## src/rtl/i2cs_pkg.sv

```systemverilog
package i2cs_pkg;

    localparam int ADDR_W   = 7;
    localparam int BYTE_W   = ADDR_W + 1;
    localparam int NUM_OWN  = 2;
    localparam int SEL_W    = 3;
    localparam int CNT_W    = $clog2(BYTE_W + 1);
    localparam int OWN_BASE = 3;

    localparam logic [SEL_W-1:0] SEL_DATA = SEL_W'(0);
    localparam logic [SEL_W-1:0] SEL_STAT = SEL_W'(1);
    localparam logic [SEL_W-1:0] SEL_CTRL = SEL_W'(2);

    localparam logic [BYTE_W-1:0] GC_BYTE = '0;

    typedef enum logic [2:0] {
        ST_IDLE,
        ST_ADDR,
        ST_AACK,
        ST_HOLD,
        ST_RX,
        ST_RACK,
        ST_TX,
        ST_TACK
    } phase_e;

    typedef struct packed {
        logic              en;
        logic [ADDR_W-1:0] addr;
    } own_slot_t;

    typedef struct packed {
        logic buf_empty;
        logic xmit;
        logic gc_match;
        logic match;
        logic new_match;
    } status_t;

    typedef struct packed {
        logic gc_en;
        logic nm_ie;
        logic gie;
    } ctrl_t;

    typedef struct packed {
        logic scl;
        logic sda;
        logic scl_rise;
        logic scl_fall;
        logic start;
        logic stop;
    } line_ev_t;

    typedef struct packed {
        logic hit;
        logic gc;
        logic dir;
    } match_t;

    function automatic logic slot_hit(own_slot_t s, logic [BYTE_W-1:0] b);
        return s.en && (s.addr == b[BYTE_W-1:1]);
    endfunction

endpackage

```

## src/rtl/i2cs_line_sense.sv

```systemverilog
module i2cs_line_sense
    import i2cs_pkg::*;
#(
    parameter int STAGES = 2
) (
    input  logic     clk,
    input  logic     rst,
    input  logic     scl_in,
    input  logic     sda_in,
    output line_ev_t ev
);

    logic [STAGES-1:0] scl_sh;
    logic [STAGES-1:0] sda_sh;
    logic              scl_p;
    logic              sda_p;
    logic              scl_c;
    logic              sda_c;

    for (genvar i = 0; i < STAGES; i++) begin : g_sync
        logic scl_d;
        logic sda_d;
        if (i == 0) begin : g_first
            assign scl_d = scl_in;
            assign sda_d = sda_in;
        end else begin : g_next
            assign scl_d = scl_sh[i-1];
            assign sda_d = sda_sh[i-1];
        end
        always_ff @(posedge clk) begin
            if (rst) begin
                scl_sh[i] <= 1'b1;
                sda_sh[i] <= 1'b1;
            end else begin
                scl_sh[i] <= scl_d;
                sda_sh[i] <= sda_d;
            end
        end
    end

    assign scl_c = scl_sh[STAGES-1];
    assign sda_c = sda_sh[STAGES-1];

    always_ff @(posedge clk) begin
        if (rst) begin
            scl_p <= 1'b1;
            sda_p <= 1'b1;
        end else begin
            scl_p <= scl_c;
            sda_p <= sda_c;
        end
    end

    always_comb begin
        ev.scl      = scl_c;
        ev.sda      = sda_c;
        ev.scl_rise = scl_c && !scl_p;
        ev.scl_fall = !scl_c && scl_p;
        ev.start    = scl_c && scl_p && sda_p && !sda_c;
        ev.stop     = scl_c && scl_p && !sda_p && sda_c;
    end

endmodule

```

## src/rtl/i2cs_addr_match.sv

```systemverilog
module i2cs_addr_match
    import i2cs_pkg::*;
#(
    parameter int N = NUM_OWN
) (
    input  own_slot_t         slots [N],
    input  logic              gc_en,
    input  logic [BYTE_W-1:0] addr_byte,
    output match_t            result
);

    logic [N-1:0] slot_hits;

    for (genvar i = 0; i < N; i++) begin : g_slot
        assign slot_hits[i] = slot_hit(slots[i], addr_byte);
    end

    logic gc_hit;
    assign gc_hit = gc_en && (addr_byte == GC_BYTE);

    always_comb begin
        result.hit = (|slot_hits) || gc_hit;
        result.gc  = gc_hit;
        result.dir = addr_byte[0];
    end

endmodule

```

## src/rtl/i2c_dual_addr_slave.sv

```systemverilog
module i2c_dual_addr_slave
    import i2cs_pkg::*;
#(
    parameter int SYNC_STAGES = 2
) (
    input  logic             clk,
    input  logic             rst,
    input  logic             scl_i,
    input  logic             sda_i,
    output logic             scl_oe,
    output logic             sda_oe,
    input  logic [SEL_W-1:0] reg_sel,
    input  logic             reg_wr,
    input  logic             reg_rd,
    input  logic [7:0]       reg_wdata,
    output logic [7:0]       reg_rdata,
    output logic             irq
);

    line_ev_t          ev;
    match_t            hit;
    phase_e            state_q;
    logic [CNT_W-1:0]  cnt_q;
    logic [BYTE_W-1:0] sh_q;
    logic [BYTE_W-1:0] data_q;
    status_t           stat_q;
    ctrl_t             ctrl_q;
    own_slot_t         own_q [NUM_OWN];
    logic              mack_q;

    logic wr_data, rd_data, wr_stat, wr_ctrl;
    assign wr_data = reg_wr && (reg_sel == SEL_DATA);
    assign rd_data = reg_rd && (reg_sel == SEL_DATA);
    assign wr_stat = reg_wr && (reg_sel == SEL_STAT);
    assign wr_ctrl = reg_wr && (reg_sel == SEL_CTRL);

    i2cs_line_sense #(.STAGES(SYNC_STAGES)) u_sense (
        .clk    (clk),
        .rst    (rst),
        .scl_in (scl_i),
        .sda_in (sda_i),
        .ev     (ev)
    );

    i2cs_addr_match #(.N(NUM_OWN)) u_match (
        .slots     (own_q),
        .gc_en     (ctrl_q.gc_en),
        .addr_byte (sh_q),
        .result    (hit)
    );

    always_ff @(posedge clk) begin
        if (rst) begin
            for (int i = 0; i < NUM_OWN; i++) begin
                own_q[i] <= '0;
            end
        end else begin
            for (int i = 0; i < NUM_OWN; i++) begin
                if (reg_wr && (reg_sel == SEL_W'(OWN_BASE + i))) begin
                    own_q[i] <= reg_wdata;
                end
            end
        end
    end

    always_ff @(posedge clk) begin
        if (rst) begin
            ctrl_q <= '0;
        end else if (wr_ctrl) begin
            ctrl_q <= reg_wdata[$bits(ctrl_t)-1:0];
        end
    end

    always_ff @(posedge clk) begin
        if (rst) begin
            state_q <= ST_IDLE;
            cnt_q   <= '0;
            sh_q    <= '0;
            data_q  <= '0;
            stat_q  <= '0;
            mack_q  <= 1'b0;
        end else begin
            if (wr_stat && reg_wdata[0]) begin
                stat_q.new_match <= 1'b0;
            end
            if (wr_data) begin
                data_q           <= reg_wdata;
                stat_q.buf_empty <= 1'b0;
            end
            if (ev.start || ev.stop) begin
                state_q          <= ev.start ? ST_ADDR : ST_IDLE;
                cnt_q            <= '0;
                stat_q.match     <= 1'b0;
                stat_q.gc_match  <= 1'b0;
                stat_q.xmit      <= 1'b0;
                stat_q.buf_empty <= 1'b0;
            end else begin
                case (state_q)
                    ST_ADDR: begin
                        if (ev.scl_rise) begin
                            sh_q  <= {sh_q[BYTE_W-2:0], ev.sda};
                            cnt_q <= cnt_q + 1'b1;
                        end else if (ev.scl_fall && cnt_q == CNT_W'(BYTE_W)) begin
                            cnt_q <= '0;
                            if (hit.hit) begin
                                state_q          <= ST_AACK;
                                stat_q.match     <= 1'b1;
                                stat_q.gc_match  <= hit.gc;
                                stat_q.new_match <= 1'b1;
                                stat_q.xmit      <= hit.dir;
                                stat_q.buf_empty <= hit.dir;
                                data_q           <= sh_q;
                            end else begin
                                state_q <= ST_IDLE;
                            end
                        end
                    end
                    ST_AACK, ST_RACK: begin
                        if (ev.scl_fall) begin
                            state_q <= ST_HOLD;
                            cnt_q   <= '0;
                        end
                    end
                    ST_HOLD: begin
                        if (stat_q.xmit && wr_data) begin
                            sh_q    <= reg_wdata;
                            cnt_q   <= '0;
                            state_q <= ST_TX;
                        end else if (!stat_q.xmit && rd_data) begin
                            cnt_q   <= '0;
                            state_q <= ST_RX;
                        end
                    end
                    ST_RX: begin
                        if (ev.scl_rise) begin
                            sh_q  <= {sh_q[BYTE_W-2:0], ev.sda};
                            cnt_q <= cnt_q + 1'b1;
                        end else if (ev.scl_fall && cnt_q == CNT_W'(BYTE_W)) begin
                            data_q  <= sh_q;
                            state_q <= ST_RACK;
                        end
                    end
                    ST_TX: begin
                        if (ev.scl_fall) begin
                            sh_q <= {sh_q[BYTE_W-2:0], 1'b1};
                            if (cnt_q == CNT_W'(BYTE_W - 1)) begin
                                cnt_q   <= '0;
                                state_q <= ST_TACK;
                            end else begin
                                cnt_q <= cnt_q + 1'b1;
                            end
                        end
                    end
                    ST_TACK: begin
                        if (ev.scl_rise) begin
                            mack_q <= !ev.sda;
                        end else if (ev.scl_fall) begin
                            if (mack_q) begin
                                state_q          <= ST_HOLD;
                                stat_q.buf_empty <= 1'b1;
                            end else begin
                                state_q <= ST_IDLE;
                            end
                        end
                    end
                    default: ;
                endcase
            end
        end
    end

    assign scl_oe = (state_q == ST_HOLD);
    assign sda_oe = (state_q == ST_AACK) || (state_q == ST_RACK) ||
                    ((state_q == ST_TX) && !sh_q[BYTE_W-1]);
    assign irq    = ctrl_q.gie && ctrl_q.nm_ie && stat_q.new_match;

    always_comb begin
        reg_rdata = '0;
        case (reg_sel)
            SEL_DATA: reg_rdata = data_q;
            SEL_STAT: reg_rdata = 8'(stat_q);
            SEL_CTRL: reg_rdata = 8'(ctrl_q);
            default:  reg_rdata = '0;
        endcase
        for (int i = 0; i < NUM_OWN; i++) begin
            if (reg_sel == SEL_W'(OWN_BASE + i)) begin
                reg_rdata = own_q[i];
            end
        end
    end

    // Address hit at the end of the eighth bit leads to SDA pulled low.
    assert_ack_on_hit_R4: assert property (@(posedge clk) disable iff (rst)
        (state_q == ST_ADDR && ev.scl_fall && cnt_q == CNT_W'(BYTE_W) && hit.hit
         && !ev.start && !ev.stop) |=> sda_oe);

    assert_empty_only_tx_R6: assert property (@(posedge clk) disable iff (rst)
        $rose(stat_q.buf_empty) |-> stat_q.xmit);

    assert_new_match_sticky_R8: assert property (@(posedge clk) disable iff (rst)
        (stat_q.new_match && !(wr_stat && reg_wdata[0])) |=> stat_q.new_match);

    assert_rx_hold_until_read_R9: assert property (@(posedge clk) disable iff (rst)
        (scl_oe && !stat_q.xmit && !rd_data && !ev.start && !ev.stop) |=> scl_oe);

    assert_tx_hold_until_write_R10: assert property (@(posedge clk) disable iff (rst)
        (scl_oe && stat_q.xmit && !wr_data && !ev.start && !ev.stop) |=> scl_oe);

    assert_bus_cond_clears_R11: assert property (@(posedge clk) disable iff (rst)
        (ev.start || ev.stop) |=> (!stat_q.xmit && !stat_q.match && !scl_oe));

endmodule

```

## config.mk

```make
export PLATFORM = sky130hd
export DESIGN_NAME = i2c_dual_addr_slave
export DESIGN_NICKNAME = d
export VERILOG_FILES = /design/src/rtl/i2cs_pkg.sv /design/src/rtl/i2cs_line_sense.sv /design/src/rtl/i2cs_addr_match.sv /design/src/rtl/i2c_dual_addr_slave.sv
export SDC_FILE = /design/constraint.sdc
export NUM_CORES = 1
export LEC_CHECK = 0
export BUFFER_PORTS_ARGS = -buffer_cell sky130_fd_sc_hd__buf_2
export CAP_MARGIN = 20
export CORE_ASPECT_RATIO = 0.6
export CORE_MARGIN = 4
export CORE_UTILIZATION = 45
export DETAILED_ROUTE_END_ITERATION = 10
export HOLD_SLACK_MARGIN = 0.02
export PLACE_DENSITY = 0.75
export SYNTH_ARGS = -nofsm -noshare
export SYNTH_HDL_FRONTEND = slang
export SYNTH_HIERARCHICAL = 1
export SYNTH_SLANG_ARGS = --single-unit
```

## constraint.sdc

```tcl
create_clock -name clk -period 2.4 [get_ports clk]
set_input_delay 0.48 -clock clk [delete_from_list [all_inputs] [get_ports clk]]
set_output_delay 0.48 -clock clk [all_outputs]
set_load 0.01 [all_outputs]
```

==> summary.md, run 1 <==
| Metric | Value |
|---|---|
| Area of all sequential standard cells | 1080 sq um |
| Syn nets | 386 |
| Number of nets in the layout | 407 |
| Setup repair after global routing missed its margin | false |
| Met1 GRT Util | 31.6% |
| Routed Antenna Nets | 0 |
| Worst path arrival time | 2.38 ns |
| Number of slew-limit violations in the final report | 0 |
| Clock transition at path regs | 0.07 ns |
| Setup-failing EPs final | 0 |
| Post-CTS resize count | 0 |
| Fin worst setup slack | 0.224 ns |
| Reg2Reg Launch Point | sh_q[1]$_SDFFE_PP0P_ |
| # H-tree levels | 2 |
| Worst hold margin | 0.361 ns |
| Busiest metal layer after global routing | met1 |
| Total detailed-routing wirelength | 8320 um |
| Cts bufs inserted | 5 |
| Leakage power figure | 1.29 nW |
| Placement-stage worst setup slack | 0.220 ns |
| Final GP Congestion | 0.976 |
| Area of the placeable core | 6710 sq um |
| Status | complete, no violations |
| Achievable frequency | 0.459 GHz |
| Width of the die | 115 um |
| Wire length of the first global-routing pass | 13400 um |
| Count of buffers added by post-CTS timing repair for setup | 0 |
| I/O pin count | 28 |
| Worst Path Class, Setup | flip-flop to flip-flop |
| Total Power | 2.06 mW |
| Number of search-and-repair iterations in the first detailed-routing pass | 5 |
| Power density over cell area | 587 nW/um^2 |
| Via-per-instance ratio | 5.93 |
| Routed length per placed instance | 17.5 um |
| Minimum period implied by the final worst setup slack | 2.18 ns |
| Starting utilization of the core area | 46.4% |
| Most common cell after layout, fill and taps aside | sky130_fd_sc_hd__dfxtp_1 |
| HPWL after detailed placement | 6200 um |
| Rel. slew slack | 49.0% |
| Pin count of the biggest net entering global routing | 36 |
| Worst-path fanout max | 16 |
| Count of routing violations after the opening detailed-route iteration | 273 |
| Number of hold buffers added after CTS | 0 |
| Aggregate negative setup slack | 0 ns |
| Longest Clk Path Bufs | 2 |
| Post-synthesis instance total | 367 |
| Vertical die dimension | 72.4 um |
| Commonest non-fill, non-tap cells in the layout | sky130_fd_sc_hd__dfxtp_1 (54), sky130_fd_sc_hd__nand2_1 (44), sky130_fd_sc_hd__nor2_1 (38) |
| Setup Skew | 0.00771 ns |
| Met3 layer usage reported by global route | 8.92% |
| Gr usage total | 20.6% |
| Worst setup SP type | flip-flop |
| MaxCap Viol Count | 0 |
| Row count | 23 |
| Multi-input combinational cell area | 1840 sq um |
| Peak ir drop on the vdd network | 0.277 mV |
| Util after Layout | 52.3% |
| Fraction of layout instances using a drive strength above 1 | 15.4% |
| Routed vias | 2824 |
| Buffers added on ports | 27 |
| DRC errors left | 0 |
| Combined area of all synthesized cells | 3110 sq um |
| Number of global-route vias before repair | 2586 |
| Hold_sp | sda_i |
| Grt met2 use | 25.5% |
| Synth-to-Final Area Change | 12.6% |
| Hold Fails Final Rpt | 0 |
| Antenna diodes | 0 |
| Antenna violations before repair | 0 |
| Part of the cycle the worst path needs | 90.7% |
| Syn Area/Cell | 8.49 sq um |
| TritonCTS clock tree | built |
| Die Outline Area | 8360 sq um |
| Actual slew at the worst max-slew pin | 0.755 ns |
| Min-delay worst type | input pin to flip-flop |
| Clock latency on the worst-skew pair | 0.29 ns |
| Required @ worst endpoint | 2.60 ns |
| Endpoint kind of the worst setup timing path | flip-flop |
| Filler cells | 642 |
| First element of the critical path | sh_q[1]$_SDFFE_PP0P_ |
| Warnings from Yosys | 6 |
| Clk Tree Root Cell | sky130_fd_sc_hd__clkbuf_16 |
| Clock tree sinks | 54 |
| Global-route congestion overflow total | 0 |
## final timing paths
check	endpoint	slack, ns	cells past startpoint
setup / recovery	data_q[2]$_SDFF_PP0_	0.22	10
setup reg to reg	data_q[2]$_SDFF_PP0_	0.22	10
hold / removal	u_sense/g_sync[1].sda_d$_SDFF_PP1_	0.36	2
hold reg to reg	u_sense/scl_c$_SDFF_PP1_	0.40	1
## critical path, stage by stage (launching register included)
cell and delay, ns:
sky130_fd_sc_hd__dfxtp_1 0.54, sky130_fd_sc_hd__xnor2_1 0.14, sky130_fd_sc_hd__nand4_1 0.12, sky130_fd_sc_hd__nor2_1 0.05
sky130_fd_sc_hd__or3_1 0.39, sky130_fd_sc_hd__nand3b_1 0.15, sky130_fd_sc_hd__o21ai_0 0.09, sky130_fd_sc_hd__nand3_1 0.08
sky130_fd_sc_hd__buf_4 0.22, sky130_fd_sc_hd__nor2_1 0.06, sky130_fd_sc_hd__a211oi_1 0.24
## report_power, final
| group | leakage [nW] | switching (mW) | internal, mW | total, mW |
|---|---|---|---|---|
| sequential | 0.437 | 0.0145 | 0.911 | 0.926 |
| clock | 0.0971 | 0.327 | 0.626 | 0.954 |
| combinational | 0.751 | 0.112 | 0.0681 | 0.180 |
| total | 1.29 | 0.453 | 1.61 | 2.06 |
## metrics by stage
step,instance area (sq um),std cells
floorplan,3110,367
global placement,3310,468
detailed placement,3310,468
CTS,3510,476
global route,3510,476
finish,3510,476
## routing by layer
metal  part of all wire (%)  wire [um]  up-vias
met5                      0          0        -
met4                   0.94         78        0
met3                     14       1130       12
met2                     36       3000      159
met1                     49       4110     1301
li1                       -          -     1352
## flip-flops by register name, summed over array words and instances (netlist names), 3 cells and up
signal / count
cnt_q: 4
ctrl_q: 3
data_q: 8
own_q: 16
sh_q: 8
stat_q: 5
state_q: 3
## final cells by class
class | instances | area share (%)
clock buffers | 6 | 3.96
clock inverters | 2 | 1.71
inverters | 13 | 1.39
multi-input cells | 275 | 52.6
flip-flops and latches | 54 | 30.8
well taps | 87 | 3.10
repair buffers | 39 | 6.42
No activity file was read; power rests on OpenSTA's default activity.
==> inputs of run 2 (changes only) <==
Settings changed: BUFFER_PORTS_ARGS -buffer_cell sky130_fd_sc_hd__buf_2 to -buffer_cell sky130_fd_sc_hd__buf_4.
==> run 2 against run 1 <==
Effect of this change:
- clock power is 10% lower
- setup slack gained 0.020 ns
- hold slack worse by 0.0077 ns
- critical path type unchanged
- highest routed layer unchanged
==> summary.md, run 2 (synthesized netlist as in run 1, its figures left out) <==
| Metric | Value |
|---|---|
| Number of hold buffers added after CTS | 0 |
| Worst-path fanout max | 16 |
| Clock transition at path regs | 0.08 ns |
| Worst setup SP type | flip-flop |
| Width of the die | 115 um |
| Crit-path slowest cell | sky130_fd_sc_hd__dfxtp_1 |
| Largest registers in the final layout | own_q (16), data_q (8), sh_q (8) |
| Peak ir drop on the vdd network | 0.272 mV |
| Clock tree sinks | 54 |
| Gr usage total | 21.1% |
| Worst hold margin | 0.353 ns |
| Max FFs per register | 16 |
| Row count | 23 |
| Worst path arrival time | 2.37 ns |
| Setup-failing EPs final | 0 |
| Final GP Congestion | 0.936 |
| Routed vias | 2864 |
| Largest Register | own_q |
| Pin count of the biggest net entering global routing | 47 |
| Required @ worst endpoint | 2.62 ns |
| Via-per-instance ratio | 6.02 |
| Critical path buffer and inverter count | 1 |
| Endpoint kind of the worst setup timing path | flip-flop |
| I/O pin count | 28 |
| # H-tree levels | 2 |
| MaxCap Viol Count | 0 |
| Multi-input combinational cell area | 1840 sq um |
| Minimum period implied by the final worst setup slack | 2.16 ns |
| Area of the placeable core | 6710 sq um |
| Achievable frequency | 0.464 GHz |
| Rel. slew slack | 43.5% |
| Hold Fails Final Rpt | 0 |
| Aggregate negative setup slack | 0 ns |
| Count of routing violations after the opening detailed-route iteration | 338 |
| Largest stage delay on the critical path | 0.55 ns |
| Cts bufs inserted | 5 |
| Global-route congestion overflow total | 0 |
| Clk Tree Root Cell | sky130_fd_sc_hd__clkbuf_16 |
| Antenna violations before repair | 0 |
| Number of nets in the layout | 407 |
| Total detailed-routing wirelength | 8480 um |
| Starting utilization of the core area | 46.4% |
| Vertical die dimension | 72.4 um |
| Synth-to-Final Area Change | 13.9% |
| Fraction of layout instances using a drive strength above 1 | 15.4% |
| Longest Clk Path Bufs | 2 |
| Die Outline Area | 8360 sq um |
| Post-CTS resize count | 0 |
| TritonCTS clock tree | built |
| Number of slew-limit violations in the final report | 0 |
| Worst Path Class, Setup | flip-flop to flip-flop |
| Filler cells | 637 |
| Kind of cell adding the most delay to the critical path | simple AND/OR/NAND/NOR gates |
| Power density over cell area | 554 nW/um^2 |
| Actual slew at the worst max-slew pin | 0.835 ns |
| Area of all sequential standard cells | 1080 sq um |
| Number of global-route vias before repair | 2552 |
| Part of the cycle the worst path needs | 89.8% |
| Most common cell after layout, fill and taps aside | sky130_fd_sc_hd__dfxtp_1 |
| Ordered list of cells on the worst path | nor4b_1 > nand2_1 > nor4_2 > or3_1 > nand3b_1 > o21ai_0 > nand3_1 > buf_4 > nor2_1 > a211oi_1 |
| Min-delay worst type | input pin to flip-flop |
| HPWL after detailed placement | 6370 um |
| Setup Skew | 0.00830 ns |
| Clock latency on the worst-skew pair | 0.30 ns |
| DRC errors left | 0 |
| Status | complete, no violations |
| Routed length per placed instance | 17.8 um |
| Number of search-and-repair iterations in the first detailed-routing pass | 4 |
| Leakage power figure | 1.29 nW |
| Count of buffers added by post-CTS timing repair for setup | 0 |
| Commonest non-fill, non-tap cells in the layout | sky130_fd_sc_hd__dfxtp_1 (54), sky130_fd_sc_hd__nand2_1 (44), sky130_fd_sc_hd__buf_4 (39) |
| Routed Antenna Nets | 0 |
| Buffers added on ports | 27 |
| Antenna diodes | 0 |
| Wire length of the first global-routing pass | 13500 um |
| Setup repair after global routing missed its margin | false |
-- run 2: changes by cell type in the layout (fill, tap and decap cells not counted), sizes merged --
cell	before	now
bufinv	2	1
clkbuf	6	5
clkinv	1	2
inv	12	13
-- run 2: area by class of cell --
class                   instances  share of cell area [%]
inverters                      13                    1.38
clock buffers                   5                    3.53
well taps                      87                    3.07
flip-flops and latches         54                    30.5
clock inverters                 3                    1.34
multi-input cells             275                    52.0
repair buffers                 39                    8.25
-- run 2: metal layers --
metal	track usage (%)	wire length [um]	vias to the layer above
met5	0	0	-
met4	6.25	87	0
met3	5.00	972	10
met2	26.0	3120	145
met1	34.6	4300	1354
li1	-	-	1355
-- run 2: worst paths after layout --
kind                                      startpoint                            endpoint  slack, ns  cells after the start
hold / removal                                 sda_i  u_sense/g_sync[1].sda_d$_SDFF_PP1_       0.35                      2
setup reg to reg                sh_q[2]$_SDFFE_PP0P_                data_q[0]$_SDFF_PP0_       0.24                     10
setup / recovery                sh_q[2]$_SDFFE_PP0P_                data_q[0]$_SDFF_PP0_       0.24                     10
hold reg to reg   u_sense/g_sync[1].scl_d$_SDFF_PP1_            u_sense/scl_c$_SDFF_PP1_       0.40                      1
-- run 2: report_power, final --
part,switching [mW],internal [mW]
clock network,0.355,0.499
logic,0.110,0.0759
registers,0.0145,0.911
-- run 2: worst reg2reg max path: stages (launching register included) --
cell                       delay [ns]
sky130_fd_sc_hd__dfxtp_1         0.55
sky130_fd_sc_hd__nor4b_1         0.11
sky130_fd_sc_hd__nand2_1         0.10
sky130_fd_sc_hd__nor4_2          0.05
sky130_fd_sc_hd__or3_1           0.42
sky130_fd_sc_hd__nand3b_1        0.16
sky130_fd_sc_hd__o21ai_0         0.12
sky130_fd_sc_hd__nand3_1         0.10
sky130_fd_sc_hd__buf_4           0.22
sky130_fd_sc_hd__nor2_1          0.06
sky130_fd_sc_hd__a211oi_1        0.21
-- run 2: per-stage QoR --
stage                     utilization, %  setup slack (ns)  instances  total power, mW  instance area, sq um
after global routing                52.9            0.0899        476             2.02                  3550
after global placement              50.3             0.331        468             1.12                  3370
after floorplan                        -             0.320        367             1.06                  3110
after detailed placement            50.3             0.279        468             1.13                  3370
final                               52.9             0.244        476             1.97                  3550
after CTS                           52.9             0.284        476             1.97                  3550
